**src/rtl/rxq_pkg.sv**
```systemverilog
package rxq_pkg;
   localparam int CTL_EN_BIT  = 0;
   localparam int CTL_CLR_BIT = 1;
   localparam int CTL_SEL_LSB = 6;

   typedef enum logic [1:0] {
      TRG_MIN  = 2'b00,
      TRG_LOW  = 2'b01,
      TRG_MID  = 2'b10,
      TRG_HIGH = 2'b11
   } trg_sel_e;

   function automatic int pick_level(trg_sel_e s, int l0, int l1, int l2, int l3);
      case (s)
         TRG_MIN:  return l0;
         TRG_LOW:  return l1;
         TRG_MID:  return l2;
         default:  return l3;
      endcase
   endfunction
endpackage

```
**src/rtl/rxq_ctl_reg.sv**
```systemverilog
module rxq_ctl_reg
   import rxq_pkg::*;
(
   input  logic       clk,
   input  logic       rst_n,
   input  logic       we,
   input  logic [7:0] wdata,
   output logic       en,
   output trg_sel_e   sel,
   output logic       flush
);
   logic     en_q;
   trg_sel_e sel_q;
   logic     wr_on;
   logic     unused_bits;

   assign wr_on       = we && wdata[CTL_EN_BIT];
   assign unused_bits = ^wdata[5:2];

   // flush on explicit clear request or on any change of queue mode
   assign flush = (wr_on && wdata[CTL_CLR_BIT]) ||
                  (we && (wdata[CTL_EN_BIT] != en_q));

   always_ff @(posedge clk or negedge rst_n) begin
      if (!rst_n) begin
         en_q  <= 1'b0;
         sel_q <= TRG_MIN;
      end else if (we) begin
         en_q <= wdata[CTL_EN_BIT];
         if (wr_on)
            sel_q <= trg_sel_e'(wdata[CTL_SEL_LSB +: 2]);
      end
   end

   assign en  = en_q;
   assign sel = sel_q;
endmodule

```
**src/rtl/rxq_store.sv**
```systemverilog
module rxq_store #(
   parameter int DATA_W = 8,
   parameter int DEPTH  = 16,
   localparam int AW    = (DEPTH > 1) ? $clog2(DEPTH) : 1,
   localparam int CNT_W = $clog2(DEPTH + 1)
) (
   input  logic              clk,
   input  logic              rst_n,
   input  logic              flush,
   input  logic [CNT_W-1:0]  cap,
   input  logic              push,
   input  logic [DATA_W-1:0] wdata,
   input  logic              pop,
   output logic [DATA_W-1:0] rdata,
   output logic [CNT_W-1:0]  count,
   output logic              drop
);
   logic [DATA_W-1:0] mem [DEPTH];
   logic [AW-1:0]     wr_ptr, rd_ptr, wr_nxt, rd_nxt;
   logic [CNT_W-1:0]  cnt_q;
   logic              have_data, room, take_out, take_in, refuse;

   assign have_data = (cnt_q != '0);
   assign room      = (cnt_q < cap);
   assign take_out  = pop && have_data && !flush;
   assign take_in   = push && !flush && (room || take_out);
   assign refuse    = push && !flush && !(room || take_out);

   generate
      if ((DEPTH & (DEPTH - 1)) == 0) begin : g_pow2
         assign wr_nxt = wr_ptr + AW'(1);
         assign rd_nxt = rd_ptr + AW'(1);
      end else begin : g_wrap
         assign wr_nxt = (wr_ptr == AW'(DEPTH - 1)) ? '0 : wr_ptr + AW'(1);
         assign rd_nxt = (rd_ptr == AW'(DEPTH - 1)) ? '0 : rd_ptr + AW'(1);
      end
   endgenerate

   always_ff @(posedge clk) begin
      if (take_in)
         mem[wr_ptr] <= wdata;
   end

   always_ff @(posedge clk or negedge rst_n) begin
      if (!rst_n) begin
         wr_ptr <= '0;
         rd_ptr <= '0;
         cnt_q  <= '0;
         rdata  <= '0;
         drop   <= 1'b0;
      end else begin
         drop <= refuse;
         if (flush) begin
            wr_ptr <= '0;
            rd_ptr <= '0;
            cnt_q  <= '0;
         end else begin
            if (take_in)
               wr_ptr <= wr_nxt;
            if (take_out) begin
               rd_ptr <= rd_nxt;
               rdata  <= mem[rd_ptr];
            end
            case ({take_in, take_out})
               2'b10:   cnt_q <= cnt_q + CNT_W'(1);
               2'b01:   cnt_q <= cnt_q - CNT_W'(1);
               default: cnt_q <= cnt_q;
            endcase
         end
      end
   end

   assign count = cnt_q;
endmodule

```
**src/rtl/rxq_level_cmp.sv**
```systemverilog
module rxq_level_cmp
   import rxq_pkg::*;
#(
   parameter int DEPTH = 16,
   parameter int LVL0  = 1,
   parameter int LVL1  = 4,
   parameter int LVL2  = 8,
   parameter int LVL3  = 14,
   localparam int CNT_W = $clog2(DEPTH + 1)
) (
   input  logic [CNT_W-1:0] count,
   input  logic             en,
   input  trg_sel_e         sel,
   output logic             hit
);
   logic [CNT_W-1:0] level;

   always_comb begin
      if (en)
         level = CNT_W'(pick_level(sel, LVL0, LVL1, LVL2, LVL3));
      else
         level = CNT_W'(1);
   end

   assign hit = (count >= level);
endmodule

```
**src/rtl/rxq_trigger_fifo.sv**
```systemverilog
module rxq_trigger_fifo
   import rxq_pkg::*;
#(
   parameter int DATA_W = 8,
   parameter int DEPTH  = 16,
   parameter int LVL0   = 1,
   parameter int LVL1   = 4,
   parameter int LVL2   = 8,
   parameter int LVL3   = 14,
   localparam int CNT_W = $clog2(DEPTH + 1)
) (
   input  logic              clk,
   input  logic              rst_n,
   input  logic              ctl_we,
   input  logic [7:0]        ctl_wdata,
   input  logic              rsr_push,
   input  logic [DATA_W-1:0] rsr_byte,
   input  logic              host_pop,
   output logic [DATA_W-1:0] host_data,
   output logic              data_ready,
   output logic              trig_hit,
   output logic              q_empty,
   output logic              q_full,
   output logic [CNT_W-1:0]  fill_cnt,
   output logic              overrun,
   output logic              fifo_en,
   output logic [1:0]        trig_sel
);
   generate
      if (DEPTH < 2)
         $error("rxq_trigger_fifo: DEPTH must be at least 2");
      if (DATA_W < 1)
         $error("rxq_trigger_fifo: DATA_W must be positive");
      if (LVL0 < 1 || LVL0 > DEPTH || LVL1 < 1 || LVL1 > DEPTH ||
          LVL2 < 1 || LVL2 > DEPTH || LVL3 < 1 || LVL3 > DEPTH)
         $error("rxq_trigger_fifo: trigger levels must lie in 1..DEPTH");
   endgenerate

   trg_sel_e         sel_w;
   logic             flush_now;
   logic [CNT_W-1:0] cap_w;
   logic [CNT_W-1:0] cnt_w;

   rxq_ctl_reg u_ctl (
      .clk   (clk),
      .rst_n (rst_n),
      .we    (ctl_we),
      .wdata (ctl_wdata),
      .en    (fifo_en),
      .sel   (sel_w),
      .flush (flush_now)
   );

   assign cap_w = fifo_en ? CNT_W'(DEPTH) : CNT_W'(1);

   rxq_store #(.DATA_W(DATA_W), .DEPTH(DEPTH)) u_store (
      .clk   (clk),
      .rst_n (rst_n),
      .flush (flush_now),
      .cap   (cap_w),
      .push  (rsr_push),
      .wdata (rsr_byte),
      .pop   (host_pop),
      .rdata (host_data),
      .count (cnt_w),
      .drop  (overrun)
   );

   rxq_level_cmp #(
      .DEPTH(DEPTH), .LVL0(LVL0), .LVL1(LVL1), .LVL2(LVL2), .LVL3(LVL3)
   ) u_cmp (
      .count (cnt_w),
      .en    (fifo_en),
      .sel   (sel_w),
      .hit   (trig_hit)
   );

   assign fill_cnt   = cnt_w;
   assign q_empty    = (cnt_w == '0);
   assign data_ready = !q_empty;
   assign q_full     = (cnt_w >= cap_w);
   assign trig_sel   = sel_w;
endmodule

```
**config.mk**
```make
export PLATFORM = sky130hd
export DESIGN_NAME = rxq_trigger_fifo
export DESIGN_NICKNAME = d
export VERILOG_FILES = /design/src/rtl/rxq_pkg.sv /design/src/rtl/rxq_ctl_reg.sv /design/src/rtl/rxq_store.sv /design/src/rtl/rxq_level_cmp.sv /design/src/rtl/rxq_trigger_fifo.sv
export SDC_FILE = /design/constraint.sdc
export NUM_CORES = 1
export LEC_CHECK = 0
export ABC_CLOCK_PERIOD_IN_PS = 5750
export BUFFER_PORTS_ARGS = -buffer_cell sky130_fd_sc_hd__buf_2
export CORE_MARGIN = 2
export CORE_UTILIZATION = 62
export DETAILED_ROUTE_END_ITERATION = 6
export PLACE_DENSITY = 0.78
export SETUP_SLACK_MARGIN = 0.4
export SLEW_MARGIN = 20
export SYNTH_ARGS = -nofsm -noshare
export SYNTH_HDL_FRONTEND = slang
export SYNTH_SLANG_ARGS = --single-unit
```
**constraint.sdc**
```tcl
create_clock -name clk -period 5.75 [get_ports clk]
set_input_delay 0 -clock clk [delete_from_list [all_inputs] [get_ports clk]]
set_output_delay 0 -clock clk [all_outputs]
set_load 0.01 [all_outputs]
```
## Word-level counts from Yosys, hierarchy flattened

Memory sizes are Yosys's and may differ from the RTL's. A register that Yosys moved wholly into a read port is not among the register bits.
Cells that the tools add are included.

| word-level totals | value |
|---|---|
| bits of input ports | 21 |
| latch bits | 0 |
| memories | 1 |
| logic and storage cells | 53 |
| bits in writable memories | 128 |
| ROM bits | 0 |
| output and inout port bits | 21 |
| register bits | 17 |

| cells by class | value |
|---|---|
| div/mod/pow operators | 0 |
| shifts and indexed selects | 0 |
| bitwise operators | 1 |
| reduce and logical (&&, ||, !) cells | 22 |
| $add $sub $neg | 4 |
| equal/unequal tests | 5 |
| multiplexer cells | 11 |
| magnitude comparators | 3 |
| multipliers | 0 |

Memory list:

| name | words | width | read ports | clocked after Yosys merged registers in | write ports | line | RTL |
|---|---|---|---|---|---|---|---|
| u_store.mem | 16 | 8 | 1 | 1 | 1 | rxq_store.sv:18 | `logic [DATA_W-1:0] mem [DEPTH];` |

Operators with widths:

| kind | count |
|---|---|
| 4-bit 2-to-1 mux | 5 |
| 4-bit one-hot mux with 3 select lines | 1 |
| 5-bit 2-to-1 mux | 2 |
| 5-bit one-hot mux with 2 select lines | 1 |
| 4-bit by 1-bit adder with 4-bit output (second input constant) | 2 |
| 1-bit logical AND | 8 |
| 5-bit by 1-bit adder with 5-bit output (second input constant) | 1 |
| 5-bit by 4-bit >= comparator with 1-bit output | 1 |
| 5-bit >= comparator | 1 |
| 5-bit zero test | 1 |
| 5-bit < comparator | 1 |
| 5-bit nonzero test | 1 |
| 5-bit by 1-bit subtractor with 5-bit output (second input constant) | 1 |
| 2-bit by 1-bit equality test with 1-bit output (second input constant) | 2 |
| 2-bit equality test (second input constant) | 2 |
| 1-bit zero test | 4 |
| 2-bit AND reduction | 2 |
| 2-bit nonzero test | 2 |
| 3-bit nonzero test | 1 |
| 2-bit zero test | 1 |
| 1-bit logical OR | 2 |
| 1-bit 2-to-1 mux | 2 |
| 1-bit inequality test | 1 |
| 1-bit NOT | 1 |

## Depth between registers and ports, before layout

Gate-level depths: netlist (run 1).

| depth | value |
|---|---|
| depth after elaboration | 10 |
| depth in mapped cells | 11 |
| depth with buffers taken out | 10 |

## Cells and area by module

Synthesis (run 1) repeated with hierarchy kept, for this count alone.

| second synthesis, totals | value |
|---|---|
| cells, all modules | 388 |
| area, all modules | 6573.8 um^2 |

Modules (own cells, without submodules):

| module | times used | cells each | area each (um^2) | seq. area each (um^2) |
|---|---|---|---|---|
| rxq_store | 1 | 352 | 6246.0 | 4394.2 |
| rxq_ctl_reg | 1 | 11 | 135.1 | 75.1 |
| rxq_level_cmp | 1 | 15 | 115.1 | 0.0 |
| rxq_trigger_fifo | 1 | 10 | 77.6 | 0.0 |

## Least setup slack after synthesis (run 1)

No wires, ideal clock.

| path | value |
|---|---|
| path type | flip-flop to flip-flop |
| start point | register u_store.cnt_q[1], in the netlist u_store.count[1] |
| end point | register u_store.cnt_q[4], in the netlist u_store.count[4] |
| library setup time | 0.078 ns |
| buffers on the path | 0 |
| cell stages (with the launch flop) | 11 |
| data required time | 5.672 ns |
| arrival | 2.702 ns |
| setup slack | 2.970 ns |
| clock period less this slack | 2.780 ns |
| cells stage by stage | dfrtp_1 or3_4 o31ai_4 or3_1 inv_1 ha_1 nor2b_1 o21a_1 or4_1 a21o_1 a21oi_1 |

| between the ends | value |
|---|---|
| word-level cells in the longest chain between the ends | 8 |
| elaborated cells between the ends (all ways) | 13 |
| those cells by class | add/sub: 2; order compare: 1; eq/ne: 2; mux: 2; reduce/logical: 6 |

RTL lines:

| what | line | RTL |
|---|---|---|
| from (decl) | rxq_store.sv:20 | `logic [CNT_W-1:0] cnt_q;` |
| from (signal assigned) | rxq_store.sv:65 | `2'b10: cnt_q <= cnt_q + CNT_W'(1);` |
| from (signal assigned) | rxq_store.sv:66 | `2'b01: cnt_q <= cnt_q - CNT_W'(1);` |
| from (signal assigned) | rxq_store.sv:67 | `default: cnt_q <= cnt_q;` |
| branches (longest 8 deep; another with 5-bit < comparator) | -- |  |

Parallel ways; which one is timed is not known.
A chain may end at the register's enable or synchronous reset.

## Worst setup path after layout (run 1)

| path | value |
|---|---|
| start point | register u_ctl.en_q, in the netlist u_ctl.en |
| end point | register u_store.cnt_q[4], in the netlist u_store.count[4] |

| between the ends | value |
|---|---|
| word-level cells in the longest chain between the ends | 10 |
| elaborated cells between the ends (all ways) | 15 |
| those cells by class | order compare: 1; eq/ne: 3; mux: 3; reduce/logical: 8 |

RTL lines:

| what | line | RTL |
|---|---|---|
| from (decl) | rxq_ctl_reg.sv:12 | `logic en_q;` |
| from (signal assigned) | rxq_ctl_reg.sv:29 | `en_q <= wdata[CTL_EN_BIT];` |
| branches (longest 10 deep; another with 5-bit < comparator) | -- |  |

Parallel ways; which one is timed is not known.

==> flow_summary.json, run 1 <==
{
  "ys_seq_area_share_pct": 69.1,
  "grt_setup_unrepaired": "false",
  "path_clk_slew_ns": 0.06,
  "netlist_top_cells_area": "sky130_fd_sc_hd__edfxtp_1 59%, sky130_fd_sc_hd__mux4_2 11%, sky130_fd_sc_hd__dfrtp_1 9.7%",
  "max_cap_violations": 0,
  "drt_first_iter_violations": 444,
  "syn_area_per_cell_um2": 17.8,
  "syn_area_um2": 6470,
  "hp-class": "primary input to asynchronous set/reset pin",
  "vdd_ir_drop_max_uv": 335,
  "route.detailed.drc": 0,
  "synthesis.instances": 363,
  "first_global_vias": 3598,
  "cp.required_ns": 6.20,
  "detailedPlacementHpwl_mm": 7.86,
  "final-setup-viol-count": 0,
  "postSynthNetCount": 399,
  "run_status": "finished clean",
  "nNetsFinal": 461,
  "synth.yosys.warnings": 0,
  "synth-async-reset-ratio_pct": 16.3,
  "drtPass1Iterations": 5,
  "final-max-slew-violation-count": 0,
  "coreArea_um2": 10200,
  "drt-vias-per-instance": 6.25,
  "worst-slew-pin-transition_ns": 1.02,
  "fin_tns_setup_ns": 0,
  "finalHoldWorstSlack_ns": 0.0144,
  "htree_num_levels": 4,
  "num_antenna_cells": 0,
  "grt_pass1_wl_mm": 21.0,
  "area_delta_synth_final_pct": 16.8,
  "gp_congestion": 0.789,
  "cts.path.max_buffers": 2,
  "worstSetupPathType": "flop to flop",
  "dr_total_vias": 3590,
  "synth_top_area_share_pct": 59.4,
  "layout_worst_path_cycle_share_pct": 51.8,
  "globalRouteOverflowTotal": 0,
  "die-width_um": 106,
  "cp-end-kind": "flop",
  "post_cts_buffers": 0,
  "synth_cell_type_count": 46,
  "yosys_register_bits": 153,
  "arrival_ns": 3.42,
  "grt_usage_pct": 26.6,
  "cts_repair_resizes": 0,
  "antenna_found_initial": 0,
  "fillers": 582,
  "die-area_um2": 11300,
  "min_period_ns": 2.98,
  "start_kind": "flop",
  "placement.io_buffers": 37,
  "clk_root_buffer_cell": "sky130_fd_sc_hd__clkbuf_8",
  "timing.max_slew.rel_slack_pct": 32.0,
  "hold_fix_buffer_count_after_cts": 17,
  "routedWlPerCell_um": 23.9,
  "preCtsSetupSlack_ns": 2.81,
  "pwr_density_cell_nw_per_um2": 454,
  "fp-row-count": 37,
  "clock_tree_from_tritoncts": "built",
  "clk_latency_ns": 0.53,
  "fin_worst_skew_ns": 0.00783,
  "hold_viol": 0,
  "top_achievable_clock_speed_ghz": 0.336,
  "timing.final.ws_setup_ns": 2.77,
  "io-pin-count": 42,
  "grt_start_max_net_pins": 26,
  "number_of_enable_type_register_cells_in_the_synthesized_netlist": 128,
  "ant_nets": 0,
  "postSynth.topFlopCell": "sky130_fd_sc_hd__edfxtp_1",
  "drive_gt1_share_pct": 27.9,
  "critPathMaxFanout": 13,
  "clock_sinks": 153,
  "synth_area_leader_cell": "sky130_fd_sc_hd__edfxtp_1",
  "tritoncts.num_buffers": 17,
  "static-leakage-power_uw": 0.00268,
  "floorplan.initialDensity_pct": 63.3,
  "die-height_um": 106,
  "detail_route.wirelength_mm": 13.7
}
==> cell type report <==
type,instances,area (um2),area share [%]
clock buffers,18,418,5.53
multi-input cells,182,1860,24.6
well taps,136,170,2.25
inverters,11,41.3,0.546
repair buffers,60,400,5.30
flip-flops and latches,153,4470,59.1
clock inverters,14,203,2.68
==> report_power, final <==
group / internal [uW] / switching [uW] / leakage (uW)
combinational: 408 / 443 / 0.000916
clock: 744 / 421 / 0.000304
sequential: 1290 / 119 / 0.00146
==> registers in the layout, summed over array words and instances (netlist names) <==
name            flops
u_store.rd_ptr      4
u_ctl.sel           2
u_store.wr_ptr      4
u_store.mem       128
u_store.rdata       8
u_store.count       5
u_ctl.en            1
u_store.drop        1
==> cells in the mapped netlist, types with 2 or more instances <==
master,number
sky130_fd_sc_hd__a21oi_1,5
sky130_fd_sc_hd__nand2_1,15
sky130_fd_sc_hd__and2_1,4
sky130_fd_sc_hd__dfrtp_1,25
sky130_fd_sc_hd__o211a_1,2
sky130_fd_sc_hd__xor2_1,3
sky130_fd_sc_hd__nor2b_1,11
sky130_fd_sc_hd__buf_6,4
sky130_fd_sc_hd__o211ai_2,2
sky130_fd_sc_hd__ha_1,14
sky130_fd_sc_hd__buf_4,2
sky130_fd_sc_hd__nand2b_1,2
sky130_fd_sc_hd__mux4_2,32
sky130_fd_sc_hd__nor3_1,2
sky130_fd_sc_hd__nor4_1,4
sky130_fd_sc_hd__or3_1,2
sky130_fd_sc_hd__nor2_1,21
sky130_fd_sc_hd__a21o_1,2
sky130_fd_sc_hd__mux2i_1,10
sky130_fd_sc_hd__a211oi_1,7
sky130_fd_sc_hd__xnor2_1,2
sky130_fd_sc_hd__nand4_1,2
sky130_fd_sc_hd__inv_1,11
sky130_fd_sc_hd__a2111oi_0,7
sky130_fd_sc_hd__buf_2,3
sky130_fd_sc_hd__and3_1,4
sky130_fd_sc_hd__edfxtp_1,128
sky130_fd_sc_hd__clkbuf_1,8
sky130_fd_sc_hd__mux2_2,6
sky130_fd_sc_hd__o21ai_0,4
sky130_fd_sc_hd__nand3_1,4
==> logic make-up after synthesis <==
| group | Yosys count | share of synthesized area [%] |
|---|---|---|
| flip-flops | 153 | 69.1 |
| AND/OR/NAND/NOR | 77 | 6.22 |
| multiplexers | 48 | 13.7 |
| AO/OA/AOI/OAI | 37 | 5.05 |
| buffers and inverters | 28 | 2.26 |
| adder cells (fa/ha/maj) | 15 | 3.02 |
| XOR/XNOR | 5 | 0.677 |
==> cells in the final DEF, fill, tap and decap left out, types with 3 or more instances in the layout <==
master                          netlist  routed
sky130_fd_sc_hd__a2111oi_0            7       7
sky130_fd_sc_hd__a211oi_1             7       7
sky130_fd_sc_hd__a21oi_1              5       5
sky130_fd_sc_hd__and2_1               4       4
sky130_fd_sc_hd__and3_1               4       4
sky130_fd_sc_hd__buf_2                3      37
sky130_fd_sc_hd__buf_4                2       6
sky130_fd_sc_hd__bufinv_16            0       5
sky130_fd_sc_hd__clkbuf_16            0      16
sky130_fd_sc_hd__clkinv_2             0       4
sky130_fd_sc_hd__dfrtp_1             25      24
sky130_fd_sc_hd__dlygate4sd3_1        0      17
sky130_fd_sc_hd__edfxtp_1           128     128
sky130_fd_sc_hd__ha_1                14      14
sky130_fd_sc_hd__inv_1               11      11
sky130_fd_sc_hd__mux2_2               6       6
sky130_fd_sc_hd__mux2i_1             10      10
sky130_fd_sc_hd__mux4_2              32      32
sky130_fd_sc_hd__nand2_1             15      15
sky130_fd_sc_hd__nand3_1              4       4
sky130_fd_sc_hd__nor2_1              21      21
sky130_fd_sc_hd__nor2b_1             11      11
sky130_fd_sc_hd__nor4_1               4       4
sky130_fd_sc_hd__o21ai_0              4       4
sky130_fd_sc_hd__xor2_1               3       3
==> worst paths after layout <==
path / startpoint / to / slack (ns) / cells past startpoint
worst max register to register: u_ctl.en$_DFFE_PN0P_ / u_store.count[4]$_DFFE_PN0P_ / 2.77 / 10
max in group asynchronous: rst_n / u_store.rd_ptr[0]$_DFFE_PN0P_ / 5.30 / 2
worst max-delay path: u_ctl.en$_DFFE_PN0P_ / u_store.count[4]$_DFFE_PN0P_ / 2.77 / 10
worst min-delay path: rst_n / u_ctl.sel[0]$_DFFE_PN0P_ / 0.01 / 2
min in group clk: ctl_wdata[0] / u_store.drop$_DFF_PN0_ / 0.06 / 4
worst min register to register: u_store.rdata[5]$_DFFE_PN0P_ / u_store.rdata[5]$_DFFE_PN0P_ / 0.56 / 2
==> through the flow <==
step,util (%),area (um2),power (uW),std cells
finish,73.9,7560,3430,574
detailed placement,66.2,6770,2240,525
global route,73.9,7560,3580,574
floorplan,-,6470,2010,363
global placement,66.2,6770,2220,525
CTS,73.9,7560,3440,574
==> critical path, stage by stage (launching register included) <==
cell and delay (ns):
sky130_fd_sc_hd__dfrtp_1 0.49, sky130_fd_sc_hd__nand3b_1 0.17, sky130_fd_sc_hd__o211a_1 0.31, sky130_fd_sc_hd__or3_1 0.45
sky130_fd_sc_hd__inv_1 0.12, sky130_fd_sc_hd__ha_1 0.26, sky130_fd_sc_hd__nor2b_1 0.16, sky130_fd_sc_hd__o21a_1 0.18
sky130_fd_sc_hd__or4_1 0.42, sky130_fd_sc_hd__a21o_1 0.19, sky130_fd_sc_hd__a21oi_1 0.14
==> per-layer routing <==
layer	share of wire, %	wire length (um)	global-route usage (%)
met2	50	6810	40.8
met5	0	0	0
met1	40	5550	38.2
met3	8.1	1110	7.48
met4	1.9	262	7.99
No activity file was read; power rests on OpenSTA's default activity.
==> run 2: changes to the inputs <==
--- a/config.mk
+++ b/config.mk
@@ -5,12 +5,12 @@
 export SDC_FILE = /design/constraint.sdc
 export NUM_CORES = 1
 export LEC_CHECK = 0
-export ABC_CLOCK_PERIOD_IN_PS = 5750
+export ABC_CLOCK_PERIOD_IN_PS = 2900
 export BUFFER_PORTS_ARGS = -buffer_cell sky130_fd_sc_hd__buf_2
 export CORE_MARGIN = 2
-export CORE_UTILIZATION = 62
+export CORE_UTILIZATION = 60
 export DETAILED_ROUTE_END_ITERATION = 6
-export PLACE_DENSITY = 0.78
+export PLACE_DENSITY = 0.76
 export SETUP_SLACK_MARGIN = 0.4
 export SLEW_MARGIN = 20
 export SYNTH_ARGS = -nofsm -noshare
==> constraint.sdc (replaced) <==
create_clock -name clk -period 2.9 [get_ports clk]
set_input_delay 0 -clock clk [delete_from_list [all_inputs] [get_ports clk]]
set_output_delay 0 -clock clk [all_outputs]
set_load 0.01 [all_outputs]
==> run 2 against run 1 <==
Register-to-register slack got worse by 2.4 ns. Non-clock buffer count increased by 19. Cell area rose by 3.0%. Routed wire length shrank 3.6%. Via count increased by 0.28%. Sequential power is 97% higher. Utilization is 0.88 points higher. Sequential share of layout area fell by 1.7 points. Worst setup slack worse by 2.4 ns.
==> flow_summary.json, run 2 (synthesis gave the netlist of run 1 again) <==
{
  "crit_family": "simple AND/OR/NAND/NOR gates",
  "gp_congestion": 0.767,
  "drive_gt1_share_pct": 34.4,
  "detailedPlacementHpwl_mm": 8.25,
  "num_antenna_cells": 0,
  "timing.max_slew.rel_slack_pct": 45.1,
  "critPathMaxFanout": 3,
  "path_clk_slew_ns": 0.06,
  "static-leakage-power_uw": 0.00277,
  "floorplan.initialDensity_pct": 62.1,
  "hp-class": "primary input to asynchronous set/reset pin",
  "die-width_um": 108,
  "critical_path.max_stage_delay_ns": 0.42,
  "clock_sinks": 153,
  "grt_setup_unrepaired": "true",
  "die-area_um2": 11600,
  "grt_start_max_net_pins": 26,
  "pwr_density_cell_nw_per_um2": 890,
  "die-height_um": 108,
  "registers.top_by_ff_count": "u_store.mem",
  "clock_tree_from_tritoncts": "built",
  "worstPathCellList": "or3_4 > o31ai_4 > or3_4 > inv_2 > ha_4 > nor2b_1 > o21a_1 > or4_4 > a21o_1 > a21oi_1",
  "tritoncts.num_buffers": 17,
  "vdd_ir_drop_max_uv": 547,
  "grt_usage_pct": 25.2,
  "utilization_pct": 74.8,
  "drt_first_iter_violations": 304,
  "detail_route.wirelength_mm": 13.2,
  "start_kind": "flop",
  "max_cap_violations": 0,
  "io-pin-count": 42,
  "worst-path-buf-inv": 1,
  "ff2ff_setup_slack_ns": 0.33,
  "antenna_found_initial": 0,
  "htree_num_levels": 4,
  "drtPass1Iterations": 5,
  "reg2reg_from": "u_store.count[2]$_DFFE_PN0P_",
  "cts.path.max_buffers": 2,
  "clk_root_buffer_cell": "sky130_fd_sc_hd__clkbuf_8",
  "timing.reg2reg.worst_path_depth": 10,
  "layout.cells.most_common": "sky130_fd_sc_hd__edfxtp_1",
  "routedWlPerCell_um": 22.3,
  "arrival_ns": 3.01,
  "run_status": "finished clean",
  "final-setup-viol-count": 0,
  "dr_total_vias": 3600,
  "first_global_vias": 3639,
  "largest_reg_flops": 128,
  "route.detailed.drc": 0,
  "final-max-slew-violation-count": 0,
  "fin_worst_skew_ns": 0.0146,
  "final_cell_mix": "128 x sky130_fd_sc_hd__edfxtp_1, 37 x sky130_fd_sc_hd__buf_2, 32 x sky130_fd_sc_hd__mux4_2",
  "cp-end-kind": "flop",
  "grt_pass1_wl_mm": 20.6,
  "worstSetupPathType": "flop to flop",
  "nNetsFinal": 480,
  "cell_repeated_most_along_the_worst_path": "sky130_fd_sc_hd__or3_4",
  "hold_viol": 0,
  "fin_tns_setup_ns": 0,
  "timing.critical_path.slowest_stage_cell": "sky130_fd_sc_hd__dfrtp_2",
  "cp.required_ns": 3.35,
  "fp-row-count": 37,
  "globalRouteOverflowTotal": 0,
  "worst-slew-pin-transition_ns": 0.823,
  "area_delta_synth_final_pct": 20.3,
  "drt-vias-per-instance": 6.07,
  "reg2reg_to": "u_store.count[4]$_DFFE_PN0P_",
  "layout_worst_path_cycle_share_pct": 88.5,
  "ant_nets": 0,
  "placement.io_buffers": 37,
  "min_period_ns": 2.57,
  "top_achievable_clock_speed_ghz": 0.390,
  "coreArea_um2": 10400,
  "clk_latency_ns": 0.53
}
## run 2: worst max path at each step
stage,cells after the start,to,slack (ns),from
2_1_floorplan,10,u_store.count[4]$_DFFE_PN0P_,0.17,u_store.count[3]$_DFFE_PN0P_
3_3_place_gp,10,u_store.count[4]$_DFFE_PN0P_,0.26,u_store.count[3]$_DFFE_PN0P_
3_5_place_dp,10,u_store.count[4]$_DFFE_PN0P_,0.18,u_store.count[3]$_DFFE_PN0P_
4_1_cts,10,u_store.count[4]$_DFFE_PN0P_,0.34,u_store.count[1]$_DFFE_PN0P_
5_1_grt,10,u_store.count[4]$_DFFE_PN0P_,0.25,u_store.count[1]$_DFFE_PN0P_
6_report,10,u_store.count[4]$_DFFE_PN0P_,0.33,u_store.count[2]$_DFFE_PN0P_
## run 2: layout make-up
type / instances / area, um2
clock buffers: 20 / 425
clock inverters: 12 / 188
fillers: 586 / 2630
inverters: 11 / 41.3
multi-input cells: 182 / 1950
flip-flops and latches: 153 / 4480
well taps: 136 / 170
repair buffers: 79 / 541
## run 2: worst reg2reg max path: stages (launching register included)
cell	delay (ns)
sky130_fd_sc_hd__dfrtp_2	0.42
sky130_fd_sc_hd__or3_4	0.39
sky130_fd_sc_hd__o31ai_4	0.19
sky130_fd_sc_hd__or3_4	0.17
sky130_fd_sc_hd__inv_2	0.05
sky130_fd_sc_hd__ha_4	0.22
sky130_fd_sc_hd__nor2b_1	0.14
sky130_fd_sc_hd__o21a_1	0.18
sky130_fd_sc_hd__or4_4	0.42
sky130_fd_sc_hd__a21o_1	0.19
sky130_fd_sc_hd__a21oi_1	0.12
## run 2: timing repair
item	4_1_cts	5_1_grt
resized for setup	6	6
pin swaps	4	3
setup buffers	7	3
setup endpoints to repair	34	99
hold buffers	16	0
gates cloned	0	0
hold endpoints to repair	158	0
## run 2: metrics by stage
step                      setup slack [ns]  cells  power [uW]  hold slack (ns)  cell area [um2]
after global placement               0.258    535        4480           0.0390             6890
final                                0.334    593        6940           0.0186             7790
after global routing                 0.247    593        7250           0.0504             7790
after floorplan                      0.175    363        4010           -0.296             6520
after detailed placement             0.184    535        4530           0.0427             6890
after CTS                            0.339    590        6920           0.0185             7750
## run 2: power breakdown
group          total (uW)  switching, uW  internal (uW)
clock network        2280            864           1410
logic                1880            946            934
registers            2780            203           2570
total                6940           2010           4920
## run 2: metal layers
metal / share of wire, % / GRT usage (%) / up-vias
met5: 0 / 0 / -
met4: 1.4 / 8.42 / 0
met2: 49 / 38.3 / 165
met3: 6.7 / 7.02 / 17
li1: - / - / 1598
met1: 43 / 35.7 / 1820
==> run 3: changes to the inputs <==
--- a/config.mk
+++ b/config.mk
@@ -10,7 +10,7 @@
 export CORE_MARGIN = 2
 export CORE_UTILIZATION = 60
 export DETAILED_ROUTE_END_ITERATION = 6
-export PLACE_DENSITY = 0.76
+export PLACE_DENSITY_LB_ADDON = 0.15
 export SETUP_SLACK_MARGIN = 0.4
 export SLEW_MARGIN = 20
 export SYNTH_ARGS = -nofsm -noshare
==> run 3 against run 2 <==
Die area unchanged. Clock power down 4%. Largest cell class unchanged. Global-route usage down 0.43 points.
==> flow_summary.json, run 3 (synthesis gave the netlist of run 1 again) <==
{
  "run_status": "finished clean",
  "pwr_density_cell_nw_per_um2": 877,
  "fin_worst_skew_ns": 0.0106,
  "registers.top_by_ff_count": "u_store.mem",
  "routedWlPerCell_um": 22.1,
  "drtPass1Iterations": 4,
  "cp-end-kind": "flop",
  "final-setup-viol-count": 0,
  "grt_start_max_net_pins": 26,
  "cell_repeated_most_along_the_worst_path": "sky130_fd_sc_hd__or3_4",
  "area_of_all_placed_cells_without_fillers_um2": 7780,
  "final-max-slew-violation-count": 0,
  "tritoncts.num_buffers": 17,
  "fin_tns_setup_ns": 0,
  "ant_nets": 0,
  "portion_of_total_power_attributed_to_combinational_logic_pct": 27.0,
  "floorplan.initialDensity_pct": 62.1,
  "route.detailed.drc": 0,
  "drive_gt1_share_pct": 35.2,
  "layout_worst_path_cycle_share_pct": 89.3,
  "power.share.sequential_pct": 40.9,
  "critPathMaxFanout": 3,
  "fp-row-count": 37,
  "htree_num_levels": 4,
  "die-area_um2": 11600,
  "first_global_vias": 3690,
  "swShare_pct": 29.3,
  "layout.cells.most_common": "sky130_fd_sc_hd__edfxtp_1",
  "hold_viol": 0,
  "finalPower_uw": 6820,
  "worst-slew-pin-transition_ns": 0.669,
  "hp-class": "primary input to asynchronous set/reset pin",
  "min_period_ns": 2.59,
  "dpl_cell_area_um2": 6900,
  "timing.critical_path.slowest_stage_cell": "sky130_fd_sc_hd__or4_4",
  "cts.path.max_buffers": 2,
  "clk_root_buffer_cell": "sky130_fd_sc_hd__clkbuf_8",
  "final_cell_mix": "128 x sky130_fd_sc_hd__edfxtp_1, 37 x sky130_fd_sc_hd__buf_2, 32 x sky130_fd_sc_hd__mux4_2",
  "start_kind": "flop",
  "clock_sinks": 153,
  "cp.required_ns": 3.35,
  "detailedPlacementHpwl_mm": 8.35,
  "area_delta_synth_final_pct": 20.2,
  "grt_usage_pct": 24.8,
  "worstSetupPathType": "flop to flop",
  "gp_congestion": 0.761,
  "power_switching_uw": 2000,
  "clockPowerShare_pct": 32.1,
  "utilization_pct": 74.7,
  "static-leakage-power_uw": 0.00276,
  "coreArea_um2": 10400,
  "die-height_um": 108,
  "largest_reg_flops": 128,
  "path_clk_slew_ns": 0.07,
  "detail_route.wirelength_mm": 13.1,
  "internal_power_uw": 4820,
  "arrival_ns": 3.04,
  "top_achievable_clock_speed_ghz": 0.386,
  "grt_pass1_wl_mm": 20.5,
  "num_antenna_cells": 0,
  "vdd_ir_drop_max_uv": 405,
  "max_cap_violations": 0,
  "critical_path.max_stage_delay_ns": 0.43,
  "grt_setup_unrepaired": "true",
  "fillers": 622,
  "nNetsFinal": 478,
  "worstPathCellList": "or3_4 > o31ai_4 > or3_4 > inv_2 > ha_4 > nor2b_1 > o21a_1 > or4_4 > a21o_1 > a21oi_2",
  "io-pin-count": 42,
  "timing.max_slew.rel_slack_pct": 55.0,
  "antenna_found_initial": 0,
  "drt-vias-per-instance": 6.01,
  "clock_tree_from_tritoncts": "built",
  "die-width_um": 108,
  "placement.io_buffers": 37,
  "dr_total_vias": 3551,
  "clk_latency_ns": 0.52,
  "drt_first_iter_violations": 304,
  "globalRouteOverflowTotal": 0
}
[run 3: cell count changes in the layout (fill, tap and decap cells not counted), moves of 2 or more]
cell                       previous run  this run
sky130_fd_sc_hd__nor2_1              21        18
sky130_fd_sc_hd__nor2_2               1         4
sky130_fd_sc_hd__buf_4               26        22
sky130_fd_sc_hd__clkinv_2             0         2
[run 3: final cells by class]
cell class / instances / area [um2] / area share, %
Sequential cell: 153 / 4470 / 57.5
Clock buffer: 19 / 422 / 5.42
Timing Repair Buffer: 77 / 541 / 6.95
Clock inverter: 13 / 168 / 2.16
Tap cell: 136 / 170 / 2.19
Multi-Input combinational cell: 182 / 1960 / 25.2
Inverter: 11 / 41.3 / 0.531
[run 3: per-layer routing]
layer	global-route usage, %	vias up	part of all wire (%)
li1	-	1600	-
met1	35.0	1812	43
met2	39.1	121	49
met3	5.51	18	6.1
met4	7.51	0	1.5
met5	0	-	0
[run 3: path summary, 6_finish.rpt]
path | from | end | slack, ns | cells after the start
worst max-delay path | u_store.count[3]$_DFFE_PN0P_ | u_store.count[4]$_DFFE_PN0P_ | 0.31 | 10
worst min-delay path | rst_n | u_ctl.en$_DFFE_PN0P_ | 0.03 | 2
worst max register to register | u_store.count[3]$_DFFE_PN0P_ | u_store.count[4]$_DFFE_PN0P_ | 0.31 | 10
worst min register to register | u_store.rdata[5]$_DFFE_PN0P_ | u_store.rdata[5]$_DFFE_PN0P_ | 0.58 | 2
max in group asynchronous | rst_n | u_store.rd_ptr[0]$_DFFE_PN0P_ | 2.42 | 2
min in group clk | host_pop | u_store.rd_ptr[1]$_DFFE_PN0P_ | 0.06 | 5
[run 3: critical path, delay by kind of cell (launching register included)]
family                   cells  cell delay, ns
AO/OA/AOI/OAI                4            0.69
adder cells (fa/ha/maj)      1            0.22
buffers and inverters        1            0.05
flip-flops                   1            0.40
AND/OR/NAND/NOR              4            1.16
[run 3: what timing repair did]
| action | CTS | global route |
|---|---|---|
| setup buffers | 4 | 3 |
| endpoints found under the hold margin | 158 | 0 |
| pin swaps | 3 | 4 |
| setup endpoints to repair | 50 | 98 |
| hold buffers | 17 | 0 |
| resized for setup | 9 | 7 |
[run 3: through the flow]
stage	setup WS [ns]	std cells	hold slack, ns
floorplan	0.175	363	-0.296
global placement	0.256	535	0.0400
detailed placement	0.167	535	0.0488
CTS	0.267	588	0.0233
global route	0.247	591	0.0709
finish	0.311	591	0.0333
[run 3: power groups by stage]
| stage | sequential (uW) | clock (uW) | combinational, uW |
|---|---|---|---|
| global placement | 2830 | 0 | 1670 |
| floorplan | 2770 | 0 | 1240 |
| detailed placement | 2840 | 0 | 1700 |
| global route | 2810 | 2320 | 2010 |
| CTS | 2790 | 2220 | 1830 |
| finish | 2790 | 2190 | 1840 |
